==> config.mk <==
export PLATFORM = sky130hd
export DESIGN_NAME = lms2_core
export DESIGN_NICKNAME = d
export VERILOG_FILES = /design/src/rtl/lms2_core.sv
export SDC_FILE = /design/constraint.sdc
export NUM_CORES = 2
export LEC_CHECK = 0
export BUFFER_PORTS_ARGS = -buffer_cell sky130_fd_sc_hd__buf_2
export CORE_MARGIN = 3
export CORE_UTILIZATION = 41
export CTS_BUF_LIST = sky130_fd_sc_hd__clkbuf_4
export CTS_CLUSTER_SIZE = 30
export DETAILED_ROUTE_END_ITERATION = 8
export GPL_TIMING_DRIVEN = 0
export SLEW_MARGIN = 20
export SYNTH_ARGS = -nofsm -noshare
export SYNTH_HDL_FRONTEND = slang
export SYNTH_SLANG_ARGS = --single-unit
==> constraint.sdc <==
create_clock -name clk -period 33.8 [get_ports clk]
set_clock_uncertainty 0.15 [all_clocks]
set_input_delay 3.38 -clock clk [delete_from_list [all_inputs] [get_ports clk]]
set_output_delay 3.38 -clock clk [all_outputs]
set_load 0.005 [all_outputs]
==> src/rtl/lms2_core.sv <==
module lms2_core #(
  parameter int XW      = 12,
  parameter int XF      = 5,
  parameter int MUW     = 9,
  parameter int MUF     = 5,
  parameter int MU_RAW  = 2,
  parameter int YW      = 25,
  parameter int DLY     = 30,
  parameter int MAX_UPD = 1000
) (
  input  logic                 clk,
  input  logic                 rst,
  input  logic                 smp_vld,
  input  logic signed [XW-1:0] smp_x,
  input  logic signed [YW-1:0] smp_ref,
  output logic                 out_vld,
  output logic signed [YW-1:0] out_y,
  output logic signed [YW:0]   out_err,
  output logic signed [XW-1:0] out_w1,
  output logic signed [XW-1:0] out_w2
);
  localparam int EW = YW + 1;
  localparam int PF = MUF + 3 * XF;
  localparam int SH = PF - XF;
  localparam int PW = MUW + XW + EW;
  localparam int CW = $clog2(MAX_UPD + 1);
  localparam logic signed [MUW-1:0] MU   = MUW'(MU_RAW);
  localparam logic signed [XW-1:0]  WMAX = {1'b0, {(XW-1){1'b1}}};
  localparam logic signed [XW-1:0]  WMIN = {1'b1, {(XW-1){1'b0}}};

  logic signed [XW-1:0]   w1_q, w2_q;
  logic signed [XW-1:0]   dly_q [DLY];
  logic [CW-1:0]          cnt_q;
  logic signed [2*XW-1:0] p1, p2;
  logic signed [YW-1:0]   y_c;
  logic signed [EW-1:0]   e_c;
  logic signed [XW-1:0]   x2;
  logic                   adapt;

  function automatic logic signed [XW-1:0] step_w(
    input logic signed [XW-1:0] w,
    input logic signed [XW-1:0] x,
    input logic signed [EW-1:0] e
  );
    logic signed [PW-1:0] full;
    logic signed [PW-1:0] q;
    logic signed [PW:0]   sum;
    full = PW'(MU) * PW'(x) * PW'(e);
    q    = (full + (PW'(1) <<< (SH - 1))) >>> SH;
    sum  = (PW+1)'(w) + (PW+1)'(q);
    if (sum > (PW+1)'(WMAX))      step_w = WMAX;
    else if (sum < (PW+1)'(WMIN)) step_w = WMIN;
    else                          step_w = XW'(sum);
  endfunction

  assign x2    = dly_q[DLY-1];
  assign p1    = smp_x * w1_q;
  assign p2    = x2 * w2_q;
  assign y_c   = YW'(p1) + YW'(p2);
  assign e_c   = EW'(y_c) - EW'(smp_ref);
  assign adapt = cnt_q < CW'(MAX_UPD);

  always_ff @(posedge clk) begin
    if (rst) begin
      w1_q    <= '0;
      w2_q    <= '0;
      cnt_q   <= '0;
      out_vld <= 1'b0;
      out_y   <= '0;
      out_err <= '0;
      for (int i = 0; i < DLY; i++) dly_q[i] <= '0;
    end else begin
      out_vld <= smp_vld;
      if (smp_vld) begin
        out_y    <= y_c;
        out_err  <= e_c;
        dly_q[0] <= smp_x;
        for (int i = 1; i < DLY; i++) dly_q[i] <= dly_q[i-1];
        if (adapt) begin
          w1_q  <= step_w(w1_q, smp_x, e_c);
          w2_q  <= step_w(w2_q, x2, e_c);
          cnt_q <= cnt_q + 1'b1;
        end
      end
    end
  end

  assign out_w1 = w1_q;
  assign out_w2 = w2_q;

  AST_VLD_FOLLOWS: assert property (@(posedge clk) disable iff (rst) smp_vld |=> out_vld);
  AST_VLD_DROPS: assert property (@(posedge clk) disable iff (rst) !smp_vld |=> !out_vld);
  AST_ERR_REF: assert property (@(posedge clk) disable iff (rst)
    smp_vld |=> (out_err == EW'(out_y) - EW'($past(smp_ref))));
  AST_IDLE_HOLD: assert property (@(posedge clk) disable iff (rst)
    !smp_vld |=> ($stable(w1_q) && $stable(w2_q) && $stable(out_y) && $stable(out_err)));
  AST_FROZEN: assert property (@(posedge clk) disable iff (rst)
    (cnt_q == CW'(MAX_UPD)) |=> ($stable(w1_q) && $stable(w2_q)));
  AST_CNT_CAP: assert property (@(posedge clk) disable iff (rst) cnt_q <= CW'(MAX_UPD));
endmodule

==> qor.yml <==
outcome:
  status: "finished, final reports clean"
setup_path:
  crit_start: "smp_x[11]"
  slowest_stage: "fa_1"
  worstPathArrival_ns: 22.40
  cp_slowest_stage_delay_ns: 0.81
  critPathRequiredTime_ns: 34.58
  worstSetupPathType: "in2reg"
  r2r_start: "dly_q[0][359]"
  path_common_cell: "fa_1"
  crit_fanout: 10
  cp-start-kind: "primary input"
  crit_path_end_kind: "register"
sta:
  slew_viol_final: 0
  fin_crit_ns: 21.62
  worst_slew_pin_slew_ns: 1.18
  maxSlewHeadroom_pct: 21.2
  finalCritPeriodShare_pct: 64.0
  layout_setup_ws_ns: 12.18
  timing.final.hold_violations: 0
  rsz0062_at_grt: "no"
  setup_tns_ns: 0
  setup_violations: 0
  max_freq_mhz: 46.3
global_route:
  grt_pass1_wl_um: 234000
  grt_usage_pct: 22.5
  use_met1_pct: 30.4
  antenna_found_initial: 19
  grt.met2_usage_pct: 35.1
  grt_pass1_vias: 40000
  grt_overflow: 0
  gr-usage-met3_pct: 5.71
  busiest_layer: "met2"
  grt_max_degree: 109
placement:
  port_buffers: 105
  pre_cts_ws_ns: 11.27
  place.gp.congestion: 0.954
  dp_hpwl_um: 124000
  postPlaceCellArea_mm2: 0.0573
clock_network:
  root_buffer: "clkbuf_4"
  clk_latency_ns: 1.02
  post_cts_buffers: 0
  clk_pin_slew_ns: 0.07
  cts.sinks: 446
  hold_buffers: 0
  clockBufferDepth: 3
  cts_tree: "built"
  cts_resized: 0
  cts-htree-levels: 3
  cts_buffers: 109
floorplan:
  pin_count: 116
  start_util_pct: 41.6
  std_cell_rows: 132
  dieArea_mm2: 0.137
  floorplan.die.width_um: 370
  die_h_um: 370
  core-area_mm2: 0.130
yosys:
  yosysSeqAreaShare_pct: 23.1
  yosysUniqueCellTypes: 99
  yosys_warnings: 0
  yosys_most_used_dff: "edfxtp_1"
  synthArstFlopShare_pct: 0
  synth_area_mm2: 0.0542
  synth-edff-count: 360
  ys_ff_latch: 446
  avgSynthCellArea_um2: 9.81
  postSynthCellCount: 5521
  synth_fp_nets: 6757
layout:
  area_delta_synth_final_pct: 8.31
  seqCellArea_mm2: 0.0125
  final_common_cell: "inv_1"
  drive_gt1_share_pct: 6.50
  nFillCells: 12500
  postLayoutCellArea_mm2: 0.0587
  multiInputGateArea_mm2: 0.0369
  nets: 6991
  final_cell_mix: "inv_1, fa_1, nand2_1"
  post-route-util_pct: 45.0
detailed_routing:
  via_count: 38200
  drt_first_iter_violations: 2760
  drc: 0
  ant_nets: 0
  first_pass_iters: 5
  drt_wl_total_um: 150000
  vias_per_cell: 5.04
  post_drt_wl_per_cell_um: 19.9
hold_path:
  hp-start: "dly_q[0][48]"
  hold_class: "reg2reg"
flow_run:
  drv_cap: 0
==> worst max-delay path, delay by kind of cell <==
kind,cells,cell delay (ns)
xor gates and xnor gates,2,0.82
AOI/OAI and AO/OA,13,3.46
buffers and inverters,12,2.49
and+or+nand+nor,16,4.44
adders and majority gates,16,7.73
==> routing by layer <==
layer  share of wire [%]  vias up
li1                    -    17700
met1                  43    19100
met2                  45     1138
met3                 8.4      226
met4                 3.5        6
met5               0.025        -
==> flip-flops by register name, summed over array words and instances, names as in the netlist <==
signal,flops
dly_q,360
out_y,25
out_err,26
out_w1,12
cnt_q,10
out_vld,1
out_w2,12
==> metrics by stage <==
step / hold slack [ns] / std cells
floorplan: 0.290 / 5521
global placement: 0.301 / 7368
detailed placement: 0.319 / 7386
CTS: 0.316 / 7571
global route: 0.332 / 7575
finish: 0.331 / 7575
==> kinds of logic (layout without fill, tap and decap cells) <==
family	after synthesis	count (layout)	synth area share, %
simple gates	1841	1841	17.6
buf+inv	1301	1609	9.03
xor+xnor	200	200	3.23
compound gates	498	498	6.50
other cells	0	4	0
mux	38	38	0.716
flops	446	446	23.1
fa+ha+maj	1197	1197	39.7
==> final timing paths <==
path / depth (start not counted) / end / slack, ns
worst max-delay path: 59 / out_w1[4] / 12.18
worst min register to register: 1 / dly_q[0][60] / 0.33
worst min-delay path: 1 / dly_q[0][60] / 0.33
worst max register to register: 56 / out_w1[4] / 13.99
==> synth_stat cells, types with 66 or more instances <==
cell type	instances	share of area (%)
xor2_1	67	1.1
nor2b_1	173	2.0
nor2_1	210	1.5
dfxtp_1	86	3.2
and2_1	578	6.7
a21oi_1	102	0.94
fa_1	874	32
edfxtp_1	360	20
xnor2_1	133	2.1
nand2_1	593	4.1
ha_1	322	7.4
inv_1	1041	7.2
clkbuf_1	242	1.7
o21ai_0	66	0.61
==> cell type report <==
cell class              instances  share of cell area (%)
clock inverters                28                   0.320
plain buffers                 258                    1.68
well taps                    1742                    3.71
diodes                          4                  0.0171
clock buffers                 157                    2.01
repair buffers                123                    1.36
multi-input cells            3774                    62.9
inverters                    1043                    6.68
flip-flops and latches        446                    21.4
Power is left out: the tool's default activity adds up to more than one toggle a clock period on the data nets, which glitch-free logic cannot reach.
